<file path="src/rtl/mini_core_pkg.sv">
package mini_core_pkg;

   localparam logic [5:0] OPC_REG   = 6'd0;
   localparam logic [5:0] OPC_ADDI  = 6'd8;
   localparam logic [5:0] OPC_ORI   = 6'd13;
   localparam logic [5:0] OPC_LUI   = 6'd15;
   localparam logic [5:0] OPC_LOAD  = 6'd35;
   localparam logic [5:0] OPC_STORE = 6'd43;

   localparam logic [5:0] FN_SLL = 6'd0;
   localparam logic [5:0] FN_ADD = 6'd32;
   localparam logic [5:0] FN_SUB = 6'd34;

   typedef enum logic [2:0] {
      ALU_ADD = 3'd0,
      ALU_SUB = 3'd1,
      ALU_SLL = 3'd2,
      ALU_OR  = 3'd3,
      ALU_LUI = 3'd4
   } alu_op_e;

   typedef struct packed {
      alu_op_e    alu_op;
      logic       b_imm;     // second operand is the extended immediate
      logic       imm_zext;  // zero- rather than sign-extend
      logic       rf_we;
      logic       wb_mem;    // writeback from data port
      logic [4:0] dst;
      logic       mem_we;
      logic       ovf_en;
      logic       illegal;
   } ctl_t;

endpackage

</file>
<file path="src/rtl/mc_decode.sv">
module mc_decode
   import mini_core_pkg::*;
(
   input  logic [31:0] instr,
   output ctl_t        ctl
);

   logic [5:0] opc;
   logic [5:0] fn;
   logic [4:0] f_rt;
   logic [4:0] f_rd;

   assign opc  = instr[31:26];
   assign fn   = instr[5:0];
   assign f_rt = instr[20:16];
   assign f_rd = instr[15:11];

   always_comb begin
      ctl          = '0;
      ctl.alu_op   = ALU_ADD;
      unique case (opc)
         OPC_REG: begin
            ctl.dst = f_rd;
            unique case (fn)
               FN_ADD: begin
                  ctl.alu_op = ALU_ADD;
                  ctl.rf_we  = 1'b1;
                  ctl.ovf_en = 1'b1;
               end
               FN_SUB: begin
                  ctl.alu_op = ALU_SUB;
                  ctl.rf_we  = 1'b1;
                  ctl.ovf_en = 1'b1;
               end
               FN_SLL: begin
                  ctl.alu_op = ALU_SLL;
                  ctl.rf_we  = 1'b1;
               end
               default: ctl.illegal = 1'b1;
            endcase
         end
         OPC_ADDI: begin
            ctl.alu_op = ALU_ADD;
            ctl.b_imm  = 1'b1;
            ctl.rf_we  = 1'b1;
            ctl.ovf_en = 1'b1;
            ctl.dst    = f_rt;
         end
         OPC_ORI: begin
            ctl.alu_op   = ALU_OR;
            ctl.b_imm    = 1'b1;
            ctl.imm_zext = 1'b1;
            ctl.rf_we    = 1'b1;
            ctl.dst      = f_rt;
         end
         OPC_LUI: begin
            ctl.alu_op   = ALU_LUI;
            ctl.b_imm    = 1'b1;
            ctl.imm_zext = 1'b1;
            ctl.rf_we    = 1'b1;
            ctl.dst      = f_rt;
         end
         OPC_LOAD: begin
            ctl.rf_we  = 1'b1;
            ctl.wb_mem = 1'b1;
            ctl.dst    = f_rt;
         end
         OPC_STORE: begin
            ctl.mem_we = 1'b1;
         end
         default: ctl.illegal = 1'b1;
      endcase
   end

endmodule

</file>
<file path="src/rtl/mc_regfile.sv">
module mc_regfile #(
   parameter  int XLEN     = 32,
   parameter  int NREG     = 32,
   parameter  bit STORE_R0 = 1'b0,
   localparam int AW       = $clog2(NREG)
) (
   input  logic            clk,
   input  logic            rst,
   input  logic            we,
   input  logic [AW-1:0]   waddr,
   input  logic [XLEN-1:0] wdata,
   input  logic [AW-1:0]   ra,
   input  logic [AW-1:0]   rb,
   output logic [XLEN-1:0] qa,
   output logic [XLEN-1:0] qb
);

   generate
      if (STORE_R0) begin : g_full
         // entry zero is stored like any other and masked on the read side
         logic [XLEN-1:0] mem [NREG];
         always_ff @(posedge clk) begin
            if (we) mem[waddr] <= wdata;
         end
         assign qa = (ra == '0) ? '0 : mem[ra];
         assign qb = (rb == '0) ? '0 : mem[rb];
      end else begin : g_trim
         // entry zero has no storage and its write is dropped
         logic [XLEN-1:0] mem [1:NREG-1];
         always_ff @(posedge clk) begin
            if (we && waddr != '0) mem[waddr] <= wdata;
         end
         assign qa = (ra == '0) ? '0 : mem[ra];
         assign qb = (rb == '0) ? '0 : mem[rb];
      end
   endgenerate

   p_r0_reads_zero_r7: assert property (@(posedge clk) disable iff (rst)
      (ra == '0) |-> (qa == '0 && (rb != '0 || qb == '0)));

endmodule

</file>
<file path="src/rtl/mc_alu.sv">
module mc_alu
   import mini_core_pkg::*;
#(
   parameter int XLEN = 32,
   parameter int SHW  = 5
) (
   input  alu_op_e         op,
   input  logic [XLEN-1:0] a,
   input  logic [XLEN-1:0] b,
   input  logic [SHW-1:0]  shamt,
   output logic [XLEN-1:0] y,
   output logic            ovf
);

   localparam int HALF = XLEN / 2;

   logic [XLEN-1:0] sum;
   logic [XLEN-1:0] dif;

   assign sum = a + b;
   assign dif = a - b;

   always_comb begin
      y   = sum;
      ovf = 1'b0;
      unique case (op)
         ALU_ADD: begin
            y   = sum;
            ovf = (a[XLEN-1] == b[XLEN-1]) && (sum[XLEN-1] != a[XLEN-1]);
         end
         ALU_SUB: begin
            y   = dif;
            ovf = (a[XLEN-1] != b[XLEN-1]) && (dif[XLEN-1] != a[XLEN-1]);
         end
         ALU_SLL: y = b << shamt;
         ALU_OR:  y = a | b;
         ALU_LUI: y = {b[HALF-1:0], {HALF{1'b0}}};
         default: y = sum;
      endcase
   end

endmodule

</file>
<file path="src/rtl/mini_core.sv">
module mini_core
   import mini_core_pkg::*;
#(
   parameter int              XLEN     = 32,
   parameter int              NREG     = 32,
   parameter int              PC_STEP  = 4,
   parameter logic [XLEN-1:0] RESET_PC = '0,
   parameter bit              STORE_R0 = 1'b0
) (
   input  logic            clk,
   input  logic            rst,
   output logic [XLEN-1:0] imem_addr,
   input  logic [31:0]     imem_data,
   output logic [XLEN-1:0] dmem_addr,
   output logic [XLEN-1:0] dmem_wdata,
   output logic            dmem_we,
   input  logic [XLEN-1:0] dmem_rdata,
   output logic            ovf,
   output logic            illegal
);

   localparam int RAW = $clog2(NREG);
   localparam int IMW = 16;

   generate
      if (XLEN != 32) begin : g_bad_xlen
         $error("mini_core: XLEN must be 32 for the fixed encoding");
      end
      if (NREG != 32) begin : g_bad_nreg
         $error("mini_core: NREG must be 32 to match 5-bit register fields");
      end
      if (PC_STEP <= 0 || (PC_STEP % 4) != 0) begin : g_bad_step
         $error("mini_core: PC_STEP must be a positive multiple of 4");
      end
   endgenerate

   logic [XLEN-1:0] pc_q;
   ctl_t            ctl;
   logic [XLEN-1:0] rs_d, rt_d, opb, imm_ext, imm_sx, alu_y, wb_data;
   logic            alu_ovf;
   logic [IMW-1:0]  imm;

   always_ff @(posedge clk) begin
      if (rst) pc_q <= RESET_PC;
      else     pc_q <= pc_q + XLEN'(PC_STEP);
   end
   assign imem_addr = pc_q;

   mc_decode u_dec (
      .instr (imem_data),
      .ctl   (ctl)
   );

   mc_regfile #(.XLEN(XLEN), .NREG(NREG), .STORE_R0(STORE_R0)) u_rf (
      .clk   (clk),
      .rst   (rst),
      .we    (ctl.rf_we & ~rst),
      .waddr (ctl.dst[RAW-1:0]),
      .wdata (wb_data),
      .ra    (imem_data[21 +: RAW]),
      .rb    (imem_data[16 +: RAW]),
      .qa    (rs_d),
      .qb    (rt_d)
   );

   assign imm     = imem_data[IMW-1:0];
   assign imm_sx  = {{(XLEN-IMW){imm[IMW-1]}}, imm};
   assign imm_ext = ctl.imm_zext ? {{(XLEN-IMW){1'b0}}, imm} : imm_sx;
   assign opb     = ctl.b_imm ? imm_ext : rt_d;

   mc_alu #(.XLEN(XLEN), .SHW(5)) u_alu (
      .op    (ctl.alu_op),
      .a     (rs_d),
      .b     (opb),
      .shamt (imem_data[10:6]),
      .y     (alu_y),
      .ovf   (alu_ovf)
   );

   // dedicated address adder, independent of the ALU
   assign dmem_addr  = rs_d + imm_sx;
   assign dmem_wdata = rt_d;
   assign dmem_we    = ctl.mem_we & ~rst;
   assign wb_data    = ctl.wb_mem ? dmem_rdata : alu_y;
   assign ovf        = ctl.ovf_en & alu_ovf;
   assign illegal    = ctl.illegal;

   p_pc_step_r8: assert property (@(posedge clk) disable iff (rst)
      !$past(rst) |-> (pc_q == $past(pc_q) + XLEN'(PC_STEP)));

   p_illegal_quiet_r10: assert property (@(posedge clk) disable iff (rst)
      illegal |-> (!dmem_we && !ctl.rf_we));

   p_ovf_arith_r9: assert property (@(posedge clk) disable iff (rst)
      ovf |-> (ctl.rf_we && (ctl.alu_op == ALU_ADD || ctl.alu_op == ALU_SUB)));

   p_lui_low_clear_r5: assert property (@(posedge clk) disable iff (rst)
      (ctl.alu_op == ALU_LUI) |-> (alu_y[IMW-1:0] == '0));

   p_store_no_wb_r6: assert property (@(posedge clk) disable iff (rst)
      dmem_we |-> !ctl.rf_we);

endmodule

</file>
<file path="config.mk">
export PLATFORM = sky130hd
export DESIGN_NAME = mini_core
export DESIGN_NICKNAME = d
export VERILOG_FILES = /design/src/rtl/mini_core_pkg.sv /design/src/rtl/mc_decode.sv /design/src/rtl/mc_regfile.sv /design/src/rtl/mc_alu.sv /design/src/rtl/mini_core.sv
export SDC_FILE = /design/constraint.sdc
export NUM_CORES = 2
export LEC_CHECK = 0
export CAP_MARGIN = 40
export CORE_MARGIN = 10
export CORE_UTILIZATION = 57
export DETAILED_ROUTE_END_ITERATION = 12
export PLACE_DENSITY_LB_ADDON = 0.1
export SLEW_MARGIN = 0
export SYNTH_ARGS = -nofsm -noshare
export SYNTH_HDL_FRONTEND = slang
export SYNTH_SLANG_ARGS = --single-unit
</file>
<file path="constraint.sdc">
create_clock -name clk -period 9.2 [get_ports clk]
set_input_delay 1.84 -clock clk [delete_from_list [all_inputs] [get_ports clk]]
set_output_delay 1.84 -clock clk [all_outputs]
set_load 0.005 [all_outputs]
</file>
[After elaboration in Yosys (flattened, before gate mapping)]
Memories as Yosys holds them, arrays and structs flattened.
Index checks and enable logic that the tools add are counted.
Storage, ports and cells
  bits in registers: 32
  memory bits (writable): 992
  memories: 1
Memories
  u_rf.g_trim.mem: depth 31, bits a word 32, rd ports 2, clocked after memory_dff 0, wr ports 1, RTL line mc_regfile.sv:29  | logic [XLEN-1:0] mem [1:NREG-1];
Operators by class
  $add $sub $neg: 4
  equality and inequality tests: 15
  shift-type cells: 1
  muxes and demuxes: 22
  bitwise operators: 5
  reductions and logical operators: 15
Operators by type and width (count)
  32-bit 2-to-1 mux: 5
  32-bit case mux with 4 select lines: 1
  32-bit adder: 2
  32-bit by 3-bit adder with 32-bit output, second input constant: 1
  32-bit OR: 1
  32-bit by 5-bit left shift with 32-bit output: 1
  32-bit subtractor: 1
  6-bit equality test, second input constant: 4
  6-bit by 4-bit equality test with 1-bit output, second input constant: 3
  6-bit zero test: 2
  5-bit zero test: 2
  5-bit case mux with 2 select lines: 1
  1-bit 2-to-1 mux: 9
  3-bit case mux with 3 select lines: 1
  1-bit case mux with 2 select lines: 4
  3-bit by 2-bit equality test with 1-bit output, second input constant: 2
  3-bit OR reduction: 2
  5-bit nonzero test: 1
  5-bit OR reduction: 1
  2-bit case mux with 2 select lines: 1
  2-bit OR reduction: 2
  4-bit OR reduction: 1
  1-bit bitwise AND: 3
  3-bit by 1-bit equality test with 1-bit output, second input constant: 1
  other kinds (6): 10

[Longest topological paths before layout]
  depth in word-level cells: 10
  mapped depth: 26
  mapped depth without buffers: 21

[By module]
A second synthesis with hierarchy kept.
Second synthesis, totals
  cell total of the unflattened synthesis: 4054
  area, all modules: 57202.4 µm²
Modules (own cells, without submodules)
  mc_regfile: instances 1, cells each 2593, area each 46489.6 µm², seq. area each 29788.6 µm²
  mc_alu: instances 1, cells each 931, area each 6718.9 µm², seq. area each 0.0 µm²
  mini_core: instances 1, cells each 480, area each 3636.0 µm², seq. area each 600.6 µm²
  mc_decode: instances 1, cells each 50, area each 357.8 µm², seq. area each 0.0 µm²

[Worst setup path after synthesis]
OpenSTA, ideal clock, no wires.
  path kind: input to output
  start point: input imem_data[21]
  end point: output ovf
  arrival: 7.390 ns
  setup slack: -0.030 ns
  stages: 21
  buffers on the path: 6
  path through: buf_2 > buf_2 > clkbuf_1 > buf_2 > buf_1 > mux4_2 > a221oi_1 > nor2_1 > and2_1 > ha_1 > clkbuf_1 > a221oi_1 > o41ai_1 > o2111ai_1 > a2111oi_0 > or3_1 > o21ai_1 > a311o_1 > a21oi_1 > a211oi_1 > a211oi_1
On the way
  cells in the longest elaborated chain, start to end: 7
  elaborated cells on any way between the ends: 13
  those cells by class: 2 x add/sub; 4 x eq/ne; 2 x mux; 1 x bitwise; 3 x reduce/logical; 1 x memory
Ends and longest elaborated chain
  start, declared: RTL line mini_core.sv:13  | input logic [31:0] imem_data,
  memory read 31 x 32 bit or 5-bit zero test (tied branches)
  32-bit 2-to-1 mux (*): RTL line mc_regfile.sv:33  | assign qa = (ra == '0) ? '0 : mem[ra];
  32-bit subtractor or 32-bit adder (tied branches): RTL line mc_alu.sv:21, mc_alu.sv:20
  1-bit != test (on tied branches): RTL line mc_alu.sv:33, mc_alu.sv:29
  1-bit logical AND (on tied branches): RTL line mc_alu.sv:33, mc_alu.sv:29
  1-bit case mux with 2 select lines (*): RTL line mc_alu.sv:26  | unique case (op)
  1-bit bitwise AND (*): RTL line mini_core.sv:85  | assign ovf = ctl.ovf_en & alu_ovf;
  end, declared: RTL line mini_core.sv:18  | output logic ovf,
Every way passes the cells marked *; elsewhere a longest branch is shown, timed or not.

[Final worst setup path]
  start point: input imem_data[21]
  end point: output dmem_addr[29]
On the way
  cells in the longest elaborated chain, start to end: 3
  elaborated cells on any way between the ends: 4
  those cells by class: 1 x add/sub; 1 x mux; 1 x reduce/logical; 1 x memory
Ends and longest elaborated chain
  memory read 31 x 32 bit or 5-bit zero test (tied branches)
  32-bit 2-to-1 mux (*): RTL line mc_regfile.sv:33
  32-bit adder (*): RTL line mini_core.sv:81  | assign dmem_addr = rs_d + imm_sx;
  end, declared: RTL line mini_core.sv:14  | output logic [XLEN-1:0] dmem_addr,
Marked as above.

==> results.toml <==
[outcome]
status = "finished clean"

[synth]
synth.top_cell.area_share_pct = 52.7
netlist.top_cell.by_area = "sky130_fd_sc_hd__edfxtp_1"
yosys.cell_count.top_type = "sky130_fd_sc_hd__edfxtp_1"
post_synth.cell_area_avg_um2 = 14.0
postSynthCellCount = 4035
synth_sequential_area_ratio_pct = 53.8
postSynth.asyncResetShare_pct = 0
synth_cell_type_count = 100
synth.area.top_cells = "sky130_fd_sc_hd__edfxtp_1 (53%), sky130_fd_sc_hd__mux4_2 (14%), sky130_fd_sc_hd__mux2i_1 (5.7%), sky130_fd_sc_hd__ha_1 (2.7%), sky130_fd_sc_hd__nor2_1 (2.0%)"
ys.warnings.count = 0
synth_common_cells = "sky130_fd_sc_hd__edfxtp_1 (992), sky130_fd_sc_hd__mux4_2 (357), sky130_fd_sc_hd__mux2i_1 (324), sky130_fd_sc_hd__nor2_1 (297), sky130_fd_sc_hd__nand2_1 (196)"
synth-seq-cells = 1022
postSynth.topFlopCell = "sky130_fd_sc_hd__edfxtp_1"
synth_enable_flop_cells = 992
syn_area_mm2 = 0.0565

[sta]
final-max-slew-violation-count = 0
slew_headroom_pct = 34.4
fin_crit_sh_pct = 98.8
setup_ws_ns = 0.108
finalHoldViolCount = 0
setup_violations = 0
tightestPinTransition_ns = 0.975
max_freq_ghz = 0.110
finClkSkew_ns = 0.0338
worst_hold_slack_ns = 0.481
post-route-min-period_ns = 9.09

[route]
detailedRoute.firstPassIterationCount = 6
vias_per_cell = 7.10
top_layer_used = "met5"
met3_wirelength_mm = 29.5
remaining_drc_errors = 0
drt_wl_total_mm = 216
met2WireLength_mm = 95.5
wl_per_cell_um = 35.6
drt.antenna.violating_nets = 0
wl_met1_mm = 76.3
routed-via-count = 43000
drt_iter0_markers = 6635

[clock_tree]
cts.hold.buffers_added = 0
cts_num_sinks = 1022
clock_tree.buffer_depth = 3
numCtsBuffers = 103
tritoncts_clock_tree = "done"
clk_transition_reported_paths_ns = 0.06
ctsHtreeMaxLevel = 3
clock_tree.root_cell = "sky130_fd_sc_hd__clkbuf_16"
worst_skew_pair.late_latency_ns = 0.71

[floorplan]
floorplan.initialDensity_pct = 57.4
design.core.area_mm2 = 0.0984
row_count = 115
fp.dieH_um = 335
dieWidth_um = 335
top_level_i_o_count = 165
dieArea_mm2 = 0.112

[worst_hold_path]
worst_hold_depth = 1
worst_hold_startpoint = "imem_addr[2]$_SDFF_PP0_"
hold_path.class = "flop to flop"
hold_path_endpoint = "imem_addr[2]$_SDFF_PP0_"

[pwr]
power_density_mw_per_mm2 = 197
p_leak_uw = 0.0246
power.ir.vdd_worst_v = 0.000198
total_power_uw = 13500

[critical_path]
critical_path_required_ns = 7.36
worstPathArrival_ns = 7.25
reg2reg_depth = 22
cp_slowest_stage_delay_ns = 0.56
worst-r2r-setup-slack_ns = 2.30
path_cells = "buf_12 -> buf_12 -> buf_12 -> mux4_2 -> mux2_2 -> a221oi_2 -> nor2_1 -> and2_1 -> buf_12 -> buf_4 -> ha_1 -> o21ai_0 -> a21oi_1 -> nand3_1 -> o221ai_2 -> maj3_2 -> and2_1 -> nor2_1 -> buf_4 -> o2111ai_1 -> a31o_2 -> a31o_2 -> xor2_1 -> clkdlybuf4s50_1"
timing.critical_path.from_type = "input port"
r2r_end = "u_rf.g_trim.mem[19][24]$_DFFE_PP_"
timing.setup.critical_path_class = "input port to primary output"
cp_slowest_cell = "sky130_fd_sc_hd__clkdlybuf4s50_1"
critical_path_fanout_max = 12
setup.worst_path.end_class = "primary output"
critical_path.reg2reg.startpoint = "u_rf.g_trim.mem[17][1]$_DFFE_PP_"
critical-path-top-cell-by-count = "sky130_fd_sc_hd__buf_12"

[place]
dp_slack_ns = -0.523
io_buffer_count = 162
dpl.hpwl_mm = 152
dp.cells = 5863
finalWeightedCongestion = 1.03

[global_routing]
globalRoute.totalOverflow = 0
grt_pass1_vias = 42100
grt_max_degree = 53
grt_pass1_wl_mm = 304
grt_antenna_before_repair = 5
total_routing_usage_reported_by_global_routing_pct = 37.8

[layout]
design.final.nets = 4879
areaGrowthSynthToFinish_pct = 21.2
final.fill_count = 6748
fin_cells = 6060
layout.core_utilization_pct = 69.6
final_layout_size_suffix_gt1_share_pct = 30.0

[run]
drv_cap = 0
sequential cells by signal, summed over array words and instances, names as in the netlist:
name and count:
imem_addr 30, u_rf.g_trim.mem 992
layer usage:
layer / up-vias / GRT usage [%]
met1: 21400 / 48.8
li1: 17500 / -
met4: 4 / 21.6
met3: 723 / 11.2
met5: - / 0
met2: 3343 / 56.7
worst max-delay path, delay by kind of cell:
family,cells,cell delay (ns)
AOI/OAI and AO/OA,7,1.57
muxes,2,0.82
adders and majority gates,2,0.69
and+or+nand+nor,5,0.62
buffers and inverters,7,1.49
xor gates and xnor gates,1,0.19
report_power, final:
part	switching, uW	total, uW	internal [uW]
Sequential	2.56	5720	5710
Combinational	2200	3570	1360
Clock	1810	4230	2420
final cells by class:
| cell class | instances | area [um^2] | area share [%] |
|---|---|---|---|
| clock inverters | 59 | 594 | 0.868 |
| repair buffers | 831 | 7720 | 11.3 |
| well taps | 1287 | 1610 | 2.35 |
| multi-input cells | 2622 | 25000 | 36.5 |
| clock buffers | 131 | 2780 | 4.06 |
| inverters | 107 | 402 | 0.587 |
| diodes | 1 | 2.50 | 0.00366 |
| flip-flops and latches | 1022 | 30400 | 44.4 |
layout by cell type, fill, tap and decap left out, types with 18 or more instances in the layout:
cell type                         instances
sky130_fd_sc_hd__mux4_2                 357
sky130_fd_sc_hd__clkdlybuf4s50_1        147
sky130_fd_sc_hd__a31oi_1                 21
sky130_fd_sc_hd__nor2_4                  32
sky130_fd_sc_hd__o2111ai_1               27
sky130_fd_sc_hd__nor2b_1                 22
sky130_fd_sc_hd__clkbuf_16              105
sky130_fd_sc_hd__a21oi_1                174
sky130_fd_sc_hd__nand2b_1                23
sky130_fd_sc_hd__clkinv_1                22
sky130_fd_sc_hd__nor3_1                  31
sky130_fd_sc_hd__a221oi_1                40
sky130_fd_sc_hd__mux2i_1                322
sky130_fd_sc_hd__nand2_1                194
sky130_fd_sc_hd__ha_1                   123
sky130_fd_sc_hd__xor2_1                  34
sky130_fd_sc_hd__a211oi_1                31
sky130_fd_sc_hd__nand3_1                 67
sky130_fd_sc_hd__nor2_1                 264
sky130_fd_sc_hd__dfxtp_1                 30
sky130_fd_sc_hd__buf_4                  585
sky130_fd_sc_hd__a21oi_2                 19
sky130_fd_sc_hd__edfxtp_1               992
sky130_fd_sc_hd__o22ai_1                 64
sky130_fd_sc_hd__inv_1                  103
sky130_fd_sc_hd__o21ai_0                 95
sky130_fd_sc_hd__mux2_2                  96
sky130_fd_sc_hd__a21o_1                  29
sky130_fd_sc_hd__o221ai_1                36
sky130_fd_sc_hd__buf_12                  63
sky130_fd_sc_hd__and3_1                  18
sky130_fd_sc_hd__and2_1                  45
sky130_fd_sc_hd__or3_1                   18
sky130_fd_sc_hd__xnor2_1                 46
sky130_fd_sc_hd__o21ai_1                 19
sky130_fd_sc_hd__a22oi_1                 63
cells by family (layout without fill, tap and decap cells):
family                     count (synthesis)  after routing  share of synthesized area, %
xor gates and xnor gates                  81             81                          1.26
buffers and inverters                    392           1128                          3.16
DFF                                     1022           1022                          53.8
other                                      1              3                       0.00664
muxes                                    792            792                          22.2
and+or+nand+nor                          792            792                          6.49
adders and majority gates                128            128                          2.87
AOI/OAI and AO/OA                        827            827                          10.2
per-stage QoR:
step / instance area (um^2) / TNS (ns)
after floorplan: 56500 / 0
after global placement: 64300 / -4.11
after detailed placement: 64700 / -1.78
after CTS: 68300 / -0.0738
after global routing: 68500 / -0.217
final: 68500 / 0
worst max-delay path by stage:
stage / from / to / slack, ns
after floorplan: imem_data[21] / ovf / 0.07
after detailed placement: imem_data[19] / ovf / -0.52
final: imem_data[21] / dmem_addr[29] / 0.11
after global placement: imem_data[21] / dmem_addr[28] / -0.82
after global routing: imem_data[21] / dmem_addr[29] / -0.09
after CTS: imem_data[19] / ovf / -0.07
timing repair:
item                                    4_1_cts  5_1_grt
resized for setup                            39       38
pin swaps                                     1        7
buffers inserted                              2        2
gates cloned                                  1        0
endpoints found under the setup margin        7       11
Power figures use the tool's default switching activity.
